===== config.mk =====
export PLATFORM = sky130hd
export DESIGN_NAME = trig_dma_req_gen
export DESIGN_NICKNAME = d
export VERILOG_FILES = /design/src/rtl/trig_dma_req_gen.sv
export SDC_FILE = /design/constraint.sdc
export NUM_CORES = 1
export LEC_CHECK = 0
export ABC_AREA = 1
export ABC_CLOCK_PERIOD_IN_PS = 1700
export BUFFER_PORTS_ARGS = -buffer_cell sky130_fd_sc_hd__buf_2
export CAP_MARGIN = 20
export CORE_ASPECT_RATIO = 1.1
export CORE_UTILIZATION = 51
export CTS_BUF_LIST = sky130_fd_sc_hd__clkbuf_2
export DETAILED_ROUTE_END_ITERATION = 6
export GPL_ROUTABILITY_DRIVEN = 0
export GPL_TIMING_DRIVEN = 1
export PLACE_DENSITY = 0.87
export SLEW_MARGIN = 20
export SYNTH_ARGS = -nofsm -noshare
export SYNTH_HDL_FRONTEND = slang
export SYNTH_SLANG_ARGS = --single-unit
export TNS_END_PERCENT = 1

===== constraint.sdc =====
create_clock -name clk -period 1.7 [get_ports clk]
set_input_delay 0.34 -clock clk [delete_from_list [all_inputs] [get_ports clk]]
set_output_delay 0.34 -clock clk [all_outputs]
set_load 0.01 [all_outputs]

===== src/rtl/trig_dma_req_gen.sv =====
module trig_dma_req_gen #(
  parameter int NGRP     = 8,
  parameter int DW       = 32,
  parameter int STAT_LSB = 16,
  parameter int MODE_BIT = 30,
  parameter int SRST_BIT = 31
) (
  input  logic            clk,
  input  logic            rst_n,
  input  logic [NGRP-1:0] done_evt,
  input  logic [NGRP-1:0] dma_ack,
  input  logic            wr_en,
  input  logic [DW-1:0]   wr_data,
  output logic [DW-1:0]   rd_data,
  output logic [NGRP-1:0] dma_req
);

  logic [NGRP-1:0] en_q, stat_q, req_q, ackd_q;
  logic            mode_q, srst_q;

  wire             srst_now = wr_en ? wr_data[SRST_BIT] : srst_q;
  wire [NGRP-1:0]  set_v    = done_evt & en_q & {NGRP{~srst_now}};
  wire [NGRP-1:0]  w1c_v    = wr_en ? wr_data[STAT_LSB +: NGRP] : '0;
  wire [NGRP-1:0]  ackd_v   = ackd_q | (dma_ack & req_q);
  wire [NGRP-1:0]  drop_v   = mode_q ? (dma_ack & req_q) : (ackd_v & ~stat_q);
  wire             unused_wr = ^wr_data;

  always_ff @(posedge clk or negedge rst_n) begin
    if (!rst_n) begin
      en_q   <= '0;
      mode_q <= 1'b0;
      srst_q <= 1'b0;
    end else if (wr_en) begin
      en_q   <= wr_data[NGRP-1:0];
      mode_q <= wr_data[MODE_BIT];
      srst_q <= wr_data[SRST_BIT];
    end
  end

  always_ff @(posedge clk or negedge rst_n) begin
    if (!rst_n) begin
      stat_q <= '0;
      req_q  <= '0;
      ackd_q <= '0;
    end else if (srst_now) begin
      stat_q <= '0;
      req_q  <= '0;
      ackd_q <= '0;
    end else begin
      stat_q <= set_v | (stat_q & ~w1c_v);
      req_q  <= set_v | (req_q & ~drop_v);
      ackd_q <= ackd_v & ~set_v & ~drop_v;
    end
  end

  always_comb begin
    rd_data                     = '0;
    rd_data[NGRP-1:0]           = en_q;
    rd_data[STAT_LSB +: NGRP]   = stat_q;
    rd_data[MODE_BIT]           = mode_q;
    rd_data[SRST_BIT]           = srst_q;
  end

  assign dma_req = req_q;


  srst_clear_chk: assert property (@(posedge clk) disable iff (!rst_n)
    srst_q |-> (stat_q == '0 && dma_req == '0));

  for (genvar g = 0; g < NGRP; g++) begin : g_chk

    disabled_noset_chk: assert property (@(posedge clk) disable iff (!rst_n)
      (done_evt[g] && !en_q[g] && !stat_q[g] && !dma_req[g]) |=> (!stat_q[g] && !dma_req[g]));

    pulsed_ack_chk: assert property (@(posedge clk) disable iff (!rst_n)
      (mode_q && dma_req[g] && dma_ack[g] && !(done_evt[g] && en_q[g])) |=> !dma_req[g]);

    latched_hold_chk: assert property (@(posedge clk) disable iff (!rst_n)
      (!mode_q && dma_req[g] && stat_q[g] && !wr_en && !srst_q) |=> dma_req[g]);

    set_wins_chk: assert property (@(posedge clk) disable iff (!rst_n)
      (done_evt[g] && en_q[g] && !srst_q && !wr_en) |=> (stat_q[g] && dma_req[g]));

    w1c_zero_chk: assert property (@(posedge clk) disable iff (!rst_n)
      (stat_q[g] && !srst_q && !(wr_en && (wr_data[STAT_LSB+g] || wr_data[SRST_BIT]))) |=> stat_q[g]);
  end

endmodule


## Word level (Yosys, flattened, before mapping)

Cells that the tools add are included.

- Bitwise gates (word level): 16
- Add/sub/neg operators: 0
- Equality and inequality tests: 0
- Shifts and indexed selects: 0
- Multiplexer cells: 6
- $mul: 0
- Reduce and logical (&&, ||, !) cells: 0
- Div/mod/pow operators: 0
- Order comparisons: 0

Operators by type and width:

| kind | count |
|---|---|
| 8-bit bitwise AND | 8 |
| 8-bit two-way mux | 5 |
| 8-bit NOT | 4 |
| 8-bit bitwise OR | 3 |
| 1-bit two-way mux | 1 |
| 1-bit NOT | 1 |

- Input port bits: 51
- Bits in registers: 34
- Memory bits (read-only): 0
- Word-level logic and storage cells: 28
- Output and inout bits: 40
- Bits in writable memories: 0
- Memories: 0
- Bits in latches: 0

## Logic depth before layout (Yosys ltp)

Gate-level depths: netlist of run 1.

- Depth after elaboration: 8
- Gate-level depth with buffers: 7
- Depth with buffers taken out: 6

## Worst setup path after synthesis of run 1

OpenSTA, ideal clock, no wires.

- Path kind: register -> register
- Start: register mode_q
- End: register req_q[6], in the netlist dma_req[6]
- Clock period less this slack: 1.004 ns
- Data required time: 1.583 ns
- Cell stages (with the launch flop): 8
- Buffers on the path: 1
- Arrival time: 0.887 ns
- Slack: 0.696 ns
- Setup time: 0.117 ns
- Cell sequence: dfrtp_1 -> inv_2 -> buf_2 -> nand2_1 -> nand2_1 -> nand2_1 -> nand2_1 -> nand2_1

- Cells in the longest elaborated chain, start to end: 5

Ends and longest elaborated chain:

| item | line | source |
|---|---|---|
| from (decl) | 19 | `logic mode_q, srst_q;` |
| from (signal assigned) | 35 | `mode_q <= wr_data[MODE_BIT];` |
| 8-bit two-way mux | 25 | `wire [NGRP-1:0] drop_v = mode_q ? (dma_ack & req_q) : (ackd_v & ~stat_q);` |
| 8-bit NOT | 51 | `req_q <= set_v \| (req_q & ~drop_v);` |
| 8-bit bitwise AND | 51 |  |
| 8-bit bitwise OR | 51 |  |
| 8-bit two-way mux | 45 | `end else if (srst_now) begin` |
| to (signal assigned) | 51 |  |
| to (decl) | 18 | `logic [NGRP-1:0] en_q, stat_q, req_q, ackd_q;` |

Every way passes these cells.
A chain may end at the register's enable or synchronous reset.

## Worst setup path after layout of run 1

- Start: register en_q[7]
- End: output rd_data[7]

RTL lines:

| item | line | source |
|---|---|---|
| from (decl) | 18 |  |
| from (signal assigned) | 34 | `en_q <= wr_data[NGRP-1:0];` |
| to (decl) | 14 | `output logic [DW-1:0] rd_data,` |

No word-level cell between the ends.

==> results.sh, run 1 <==
export IMPL_rsz0062_at_grt="no"
export IMPL_hold_class="in -> reg"
export IMPL_io_pins=91
export IMPL_finalHoldViolations=0
export IMPL_seqPwrFrac_pct=54.9
export IMPL_p_leak_nw=1.32
export IMPL_vias=1618
export IMPL_cp_cell_sequence="buf_2"
export IMPL_arrival_ps=990
export IMPL_cts_root_buf="clkbuf_2"
export IMPL_crit_type="reg -> out"
export IMPL_p_per_area_nw_per_um2=813
export IMPL_clock_path_buffers=2
export IMPL_clk_latency_ps=380
export IMPL_synth_common_cells="nand2_1, dfrtp_1, inv_1"
export IMPL_pwr_share_clk_pct=21.3
export IMPL_yosysWarnings=0
export IMPL_worstPathRequired_ps=1360
export IMPL_syn_avg_cell_area_um2=7.38
export IMPL_ctsHoldBuffers=1
export IMPL_drive_above_1_share_pct=26.5
export IMPL_combPwrFrac_pct=23.8
export IMPL_ys_async_sr_fraction_pct=100
export IMPL_fin_nets=359
export IMPL_swShare_pct=33.6
export IMPL_ys_flop_type="dfrtp_1"
export IMPL_crit_slowest_cell="dfrtp_1"
export IMPL_wl_per_cell_um=10.5
export IMPL_slowest_delay_ps=450
export IMPL_first_global_vias=1562
export IMPL_ys_top_cells_by_area="dfrtp_1, nand2_1, buf_4"
export IMPL_r2r_setup_slack_ps=610
export IMPL_yosys_area_top_type="dfrtp_1"
export IMPL_crit_path_end_kind="primary output"
export IMPL_p_total_mw=1.72
export IMPL_whs_path_depth=3
export IMPL_drc_errors=0
export IMPL_grt_max_degree=35
export IMPL_dp_hpwl_um=2720
export IMPL_grt_ovfl_total=0
export IMPL_worstHoldEndpoint="en_q[3]"
export IMPL_cts_tree="done"
export IMPL_first_pass_iters=4
export IMPL_seq_area_frac_synth_pct=47.2
export IMPL_fp_dieH_um=64.3
export IMPL_crit_buf_inv=1
export IMPL_drt_total_wl_um=3740
export IMPL_h_tree_depth=2
export IMPL_syn_to_final_growth_pct=17.5
export IMPL_initial_core_util_pct=53.7
export IMPL_antenna_cells=0
export IMPL_ant_nets=0
export IMPL_tns_ps=0
export IMPL_syn_area_um2=1800
export IMPL_setup_violations=0
export IMPL_syn_inst=244
export IMPL_post_synth_top_count_cell="nand2_1"
export IMPL_synth_seq_cells=34
export IMPL_post_route_min_period_ps=1330
export IMPL_p_sw_uw=578
export IMPL_port_buffers=62
export IMPL_vdd_drop_max_uv=517
export IMPL_maxCapViolCount=0
export IMPL_antenna_found_initial=0
export IMPL_yosysUniqueCellTypes=17
export IMPL_synth_edf_count=0
export IMPL_fin_worst_skew_ps=14.5
export IMPL_reg2reg_from="mode_q"
export IMPL_r2r_end="dma_req[2]"
export IMPL_min_from="wr_data[3]"
export IMPL_r2r_cells=6
export IMPL_rows=22
export IMPL_status="completed"
export IMPL_dieWidth_um=58.7
export IMPL_fin_crit_sh_pct=78.2
export IMPL_p_int_mw=1.14
export IMPL_setup_worst_path_start_class="register"
export IMPL_cp_max_fo=4
export IMPL_cts_buffers=5
export IMPL_grt_usage_pct=23.0
export IMPL_core_region_area_um2=3360
export IMPL_grt_pass1_wl_um=6440
export IMPL_path_delay_family="flip-flops"
export IMPL_clkTransAtPathRegs_ps=170
export IMPL_slew_viol_final=0
export IMPL_ctsResizeCount=0
export IMPL_drtIter0Drc=68
export IMPL_routed_via_density=4.53
export IMPL_synth_top_area_share_pct=47.2
export IMPL_timing_fmax_mhz=752
export IMPL_dieArea_um2=3770
export IMPL_cts_sinks=34
export IMPL_cts_setup_buffers=0
==> kinds of logic (layout without fill, tap and decap cells) <==
family	after synthesis	count (layout)	synth area share [%]
AND/OR/NAND/NOR	151	151	34.9
other	1	14	0.208
AO/OA/AOI/OAI	9	9	2.50
flip-flops	34	34	47.2
buffers and inverters	49	101	15.1
==> worst max path at each step <==
| stage | cells past startpoint | to | slack, ps | from |
|---|---|---|---|---|
| after floorplan | 7 | dma_req[6] | 700 | mode_q |
| after global placement | 6 | ackd_q[3] | 390 | wr_en |
| after detailed placement | 6 | ackd_q[2] | 360 | wr_en |
| after CTS | 1 | rd_data[2] | 360 | en_q[2] |
| after global routing | 1 | rd_data[3] | 300 | en_q[3] |
| final | 1 | rd_data[7] | 370 | en_q[7] |
==> per-stage QoR <==
| stage | hold slack (ps) | instance area [um2] | cells | util [%] | worst slack (ps) |
|---|---|---|---|---|---|
| 4_1_cts | 131 | 2120 | 357 | 63.0 | 362 |
| 5_1_grt | 107 | 2120 | 357 | 63.0 | 296 |
| 2_1_floorplan | 44.4 | 1850 | 257 | - | 696 |
| 3_5_place_dp | 394 | 2070 | 348 | 61.6 | 356 |
| 3_3_place_gp | 392 | 2070 | 348 | 61.6 | 391 |
| 6_report | 147 | 2120 | 357 | 63.0 | 370 |
==> cells in the final DEF (no fill, tap or decap) <==
cell type      instances
dlygate4sd3_1          1
clkbuf_2               6
nand3_1               14
clkinv_2               1
nor2_1                13
o21ai_0                1
nand2_4                3
dfrtp_1               34
conb_1                14
inv_1                 26
clkinv_1               1
a21oi_1                8
nand3_2                2
nor2_2                 3
buf_4                  2
nand2_1              115
inv_2                  2
nand2_2                1
buf_2                 62
==> power groups by stage <==
stage | logic, mW | clock network, mW | registers, mW
finish | 0.410 | 0.367 | 0.945
global placement | 0.400 | 0 | 0.957
floorplan | 0.254 | 0 | 0.985
detailed placement | 0.412 | 0 | 0.961
CTS | 0.415 | 0.375 | 0.945
global route | 0.473 | 0.418 | 0.956
==> flip-flops by register name, summed over array words and instances (netlist names) <==
name,flops
stat_q,8
en_q,8
dma_req,8
ackd_q,8
srst_q,1
mode_q,1
==> routing by layer <==
metal  track usage, %  vias to the layer above  wire length (um)
li1                 -                      825                 -
met3             6.07                        8               209
met1             25.9                      728              1560
met4             8.33                        0                54
met5                0                        -                 0
met2             41.1                       57              1910
==> tightest hold or removal path, cell delays in order <==
cell     delay (ps)
buf_2            70
nand2_1          40
nand2_1          50
==> cell type report <==
| class | count | area [um2] |
|---|---|---|
| inverters | 28 | 105 |
| multi-input cells | 174 | 727 |
| clock buffers | 6 | 30.0 |
| repair buffers | 65 | 335 |
| flip-flops and latches | 34 | 851 |
| fillers | 344 | 1240 |
| clock inverters | 2 | 8.76 |
| well taps | 48 | 60.1 |
No activity file was read; power rests on OpenSTA's default activity.
==> inputs of run 2 (changes only) <==
- ABC_CLOCK_PERIOD_IN_PS: 1700 -> 1100
- CORE_UTILIZATION: 51 -> 42
- PLACE_DENSITY: 0.87 -> 0.77
- clock period: 1.7 -> 1.1 ns (I/O delays scaled with it)
==> run 2 against run 1 <==
  * The run now ends with setup timing left
  * Sequential cell count did not move
  * Clock-buffer cell count did not move
  * Via count fell by 1.5%
  * Design area rose by 4.1%
  * Worst setup slack got worse by 440 ps
  * Combinational power rose by 65%
  * Critical endpoint is now rd_data[18]
==> results.sh, run 2 (synthesis results as in run 1) <==
export IMPL_seq_area_um2=851
export IMPL_fillers=423
export IMPL_grt_ovfl_total=0
export IMPL_first_global_vias=1474
export IMPL_routed_via_density=4.33
export IMPL_vdd_drop_max_uv=775
export IMPL_slew_viol_final=0
export IMPL_final_cell_mix="nand2_1, buf_2, dfrtp_1"
export IMPL_drive_above_1_share_pct=28.2
export IMPL_setup_worst_path_start_class="register"
export IMPL_p_per_area_nw_per_um2=1220
export IMPL_cts_root_buf="clkbuf_2"
export IMPL_r2r_setup_slack_ps=70
export IMPL_dieWidth_um=64.5
export IMPL_core_region_area_um2=4020
export IMPL_worstPathRequired_ps=880
export IMPL_worst_path_stages=1
export IMPL_setup_violations=26
export IMPL_drt_total_wl_um=3720
export IMPL_crit_buf_inv=1
export IMPL_clock_path_buffers=2
export IMPL_cp_cell_sequence="buf_2"
export IMPL_rows=24
export IMPL_fin_worst_skew_ps=19.8
export IMPL_syn_to_final_growth_pct=22.4
export IMPL_antenna_found_initial=0
export IMPL_setup_ws_ps=-71.1
export IMPL_crit_type="reg -> out"
export IMPL_first_pass_iters=4
export IMPL_arrival_ps=950
export IMPL_io_pins=91
export IMPL_initial_core_util_pct=44.8
export IMPL_timing_fmax_mhz=854
export IMPL_hold_class="in -> reg"
export IMPL_fin_nets=366
export IMPL_p_total_mw=2.69
export IMPL_drtIter0Drc=64
export IMPL_rsz0062_at_grt="yes"
export IMPL_layout_commonest_cell="nand2_1"
export IMPL_multi_input_area_um2=727
export IMPL_grt_usage_pct=17.8
export IMPL_grt_pass1_wl_um=6170
export IMPL_finalInstanceArea_um2=2200
export IMPL_maxCapViolCount=0
export IMPL_cts_tree="done"
export IMPL_finalHoldViolations=0
export IMPL_violations="setup timing"
export IMPL_path_delay_family="flip-flops"
export IMPL_status="complete, but fails checks"
export IMPL_crit_path_end_kind="primary output"
export IMPL_clk_latency_ps=360
export IMPL_wl_per_cell_um=10.1
export IMPL_p_int_mw=1.80
export IMPL_slowest_delay_ps=440
export IMPL_swShare_pct=33.0
export IMPL_seqPwrFrac_pct=54.2
export IMPL_post_route_util_pct=54.8
export IMPL_placed_area_um2=2110
export IMPL_r2r_cells=5
export IMPL_dp_hpwl_um=2720
export IMPL_ant_nets=0
export IMPL_h_tree_depth=2
export IMPL_antenna_cells=0
export IMPL_grt_max_degree=35
export IMPL_fp_dieH_um=70.7
export IMPL_cts_sinks=34
export IMPL_port_buffers=62
export IMPL_drc_errors=0
export IMPL_cp_max_fo=3
export IMPL_clkTransAtPathRegs_ps=180
export IMPL_p_leak_nw=1.36
export IMPL_cts_buffers=5
export IMPL_vias=1593
export IMPL_combPwrFrac_pct=25.1
export IMPL_holdWs_ps=41.1
export IMPL_whs_path_depth=3
export IMPL_crit_slowest_cell="dfrtp_1"
export IMPL_dieArea_um2=4560
export IMPL_p_sw_uw=889
export IMPL_pwr_share_clk_pct=20.7
export IMPL_post_route_min_period_ps=1170
export IMPL_fin_crit_sh_pct=106
[run 2: area by class of cell]
type	count	share of cell area [%]
flip-flops and latches	34	38.6
well taps	52	2.95
repair buffers	72	18.7
clock buffers	6	1.36
inverters	28	4.99
clock inverters	2	0.397
multi-input cells	174	33.0
[run 2: path summary, 6_finish.rpt]
check / startpoint / to
min in group asynchronous: rst_n / dma_req[6]
worst max register to register: srst_q / ackd_q[4]
worst min-delay path: wr_data[1] / en_q[1]
worst min register to register: en_q[3] / en_q[3]
worst max-delay path: stat_q[2] / rd_data[18]
max in group asynchronous: rst_n / ackd_q[7]
[run 2: timing repair]
item,4_1_cts,5_1_grt
buffers inserted,1,3
gates cloned,0,0
hold buffers,1,0
setup endpoints to repair,26,42
resized for setup,0,5
hold endpoints to repair,34,0
[run 2: layer usage]
layer / track usage, % / vias up / wire length (um)
met5: 0 / - / 0
met4: 6.67 / 0 / 46
met1: 21.2 / 687 / 1670
met3: 3.71 / 6 / 213
li1: - / 845 / -
met2: 31.5 / 55 / 1780
[run 2: through the flow]
| stage | setup WS [ps] | std cells | setup TNS [ps] |
|---|---|---|---|
| 3_5_place_dp | 33.5 | 355 | 0 |
| 4_1_cts | -112 | 365 | -2280 |
| 6_report | -71.1 | 368 | -1320 |
| 5_1_grt | -136 | 368 | -2900 |
| 3_3_place_gp | 64.8 | 355 | 0 |
| 2_1_floorplan | 96.3 | 257 | 0 |
[run 2: power by group through the flow]
stage / sequential (mW) / combinational (mW) / clock, mW
2_1_floorplan: 1.52 / 0.392 / 0
3_3_place_gp: 1.48 / 0.639 / 0
3_5_place_dp: 1.48 / 0.651 / 0
4_1_cts: 1.46 / 0.662 / 0.598
5_1_grt: 1.48 / 0.773 / 0.625
6_report: 1.46 / 0.677 / 0.557
==> inputs of run 3 (changes only) <==
- HOLD_SLACK_MARGIN: default -> 0.1
- SKIP_CTS_REPAIR_TIMING: default -> 1
==> run 3 against run 2 <==
  * The run still ends with setup timing left
  * Worst setup slack worse by 10 ps
  * Critical path type unchanged
  * Largest cell class unchanged
  * Utilization up 4.5 points
  * Design area up 8.2%
  * Clock power about the same
  * Sequential power about the same
  * First-iteration DRC count down 16%
  * Clock-buffer cell count unchanged
  * Critical path depth unchanged
==> results.sh, run 3 (synthesis results as in run 1) <==
export IMPL_timing_fmax_mhz=847
export IMPL_maxCapViolCount=0
export IMPL_clock_path_buffers=2
export IMPL_drt_total_wl_um=4100
export IMPL_final_cell_mix="nand2_1, buf_2, dfrtp_1"
export IMPL_gr_usage_met2_pct=31.2
export IMPL_fin_crit_sh_pct=107
export IMPL_antenna_found_initial=0
export IMPL_post_route_util_pct=59.3
export IMPL_arrival_ps=960
export IMPL_slowest_delay_ps=450
export IMPL_rows=24
export IMPL_grtUsageMet1_pct=21.0
export IMPL_p_sw_uw=902
export IMPL_worstHoldEndpoint="dma_req[7]"
export IMPL_finalHoldViolations=0
export IMPL_holdWs_ps=97.9
export IMPL_cp_max_fo=4
export IMPL_fillers=395
export IMPL_first_pass_iters=4
export IMPL_dp_worst_setup_slack_ps=33.5
export IMPL_slew_viol_final=0
export IMPL_r2r_setup_slack_ps=60
export IMPL_vdd_drop_max_uv=777
export IMPL_setup_ws_ps=-81.2
export IMPL_dp_hpwl_um=2720
export IMPL_dieArea_um2=4560
export IMPL_tns_ps=-1280
export IMPL_hold_class="in -> reg"
export IMPL_post_route_min_period_ps=1180
export IMPL_pwr_share_clk_pct=20.2
export IMPL_core_region_area_um2=4020
export IMPL_crit_slowest_cell="dfrtp_1"
export IMPL_wl_per_cell_um=10.6
export IMPL_p_leak_nw=1.44
export IMPL_r2r_cells=5
export IMPL_path_delay_family="flip-flops"
export IMPL_swShare_pct=32.8
export IMPL_violations="setup timing"
export IMPL_p_total_mw=2.75
export IMPL_crit_buf_inv=1
export IMPL_grt_pass1_wl_um=6130
export IMPL_combPwrFrac_pct=26.6
export IMPL_r2r_end="ackd_q[4]"
export IMPL_grt_max_degree=35
export IMPL_crit_path_end_kind="primary output"
export IMPL_routed_via_density=4.38
export IMPL_vias=1691
export IMPL_cts_sinks=34
export IMPL_syn_to_final_growth_pct=32.4
export IMPL_port_buffers=62
export IMPL_busiest_layer="met2"
export IMPL_antenna_cells=0
export IMPL_fp_dieH_um=70.7
export IMPL_grtUsageMet3_pct=3.71
export IMPL_dieWidth_um=64.5
export IMPL_cts_root_buf="clkbuf_2"
export IMPL_initial_core_util_pct=44.8
export IMPL_p_int_mw=1.84
export IMPL_status="complete, but fails checks"
export IMPL_io_pins=91
export IMPL_h_tree_depth=2
export IMPL_drc_errors=0
export IMPL_setup_worst_path_start_class="register"
export IMPL_layout_commonest_cell="nand2_1"
export IMPL_min_from="done_evt[7]"
export IMPL_whs_path_depth=3
export IMPL_seqPwrFrac_pct=53.2
export IMPL_ant_nets=0
export IMPL_worstPathRequired_ps=880
export IMPL_clkTransAtPathRegs_ps=180
export IMPL_fin_nets=384
export IMPL_drtIter0Drc=54
export IMPL_grt_ovfl_total=0
export IMPL_cts_tree="done"
export IMPL_crit_type="reg -> out"
export IMPL_fin_worst_skew_ps=19.3
export IMPL_p_per_area_nw_per_um2=1150
export IMPL_cp_cell_sequence="buf_2"
export IMPL_drive_above_1_share_pct=26.6
export IMPL_first_global_vias=1461
export IMPL_clk_latency_ps=360
export IMPL_cts_buffers=5
export IMPL_rsz0062_at_grt="yes"
export IMPL_grt_usage_pct=17.7
export IMPL_setup_violations=26
export IMPL_reg2reg_from="srst_q"
-- run 3: changes by cell type in the layout (fill, tap and decap cells not counted) --
cell,before,now
dlygate4sd3_1,1,19
-- run 3: how the worst max path moves through the flow --
stage | from | endpoint | slack, ps | depth (start not counted)
final | en_q[6] | rd_data[6] | -80 | 1
after global routing | en_q[6] | rd_data[6] | -160 | 1
after CTS | en_q[4] | rd_data[4] | -130 | 1
after detailed placement | mode_q | dma_req[3] | 30 | 6
after global placement | mode_q | dma_req[6] | 60 | 6
after floorplan | mode_q | dma_req[6] | 100 | 7
-- run 3: worst register-to-register path, delay by kind of cell (launching register included) --
family	cells	cell delay, ps
flops	1	440
buf+inv	1	60
simple gates	4	460
-- run 3: power by group through the flow --
stage                     Sequential, mW  Combinational (mW)  Clock (mW)
after CTS                           1.46               0.653       0.598
after floorplan                     1.52               0.392           0
after detailed placement            1.48               0.651           0
after global routing                1.48               0.828       0.626
final                               1.46               0.731       0.555
after global placement              1.48               0.639           0
-- run 3: per-stage QoR --
| step | instance area (um2) | cells |
|---|---|---|
| floorplan | 1850 | 257 |
| global placement | 2110 | 355 |
| detailed placement | 2110 | 355 |
| CTS | 2150 | 363 |
| global route | 2380 | 386 |
| finish | 2380 | 386 |
-- run 3: layout make-up --
cell class,instances,area (um2),area share (%)
flip-flops and latches,34,851,35.7
multi-input cells,174,727,30.5
repair buffers,90,593,24.9
inverters,28,110,4.62
well taps,52,65.1,2.73
clock buffers,6,30.0,1.26
clock inverters,2,8.76,0.367
-- run 3: layer usage --
metal  up-vias  wire [um]
li1        879          -
met1       739       1810
met2        65       2030
met3         8        197
met4         0         66
met5         -          0
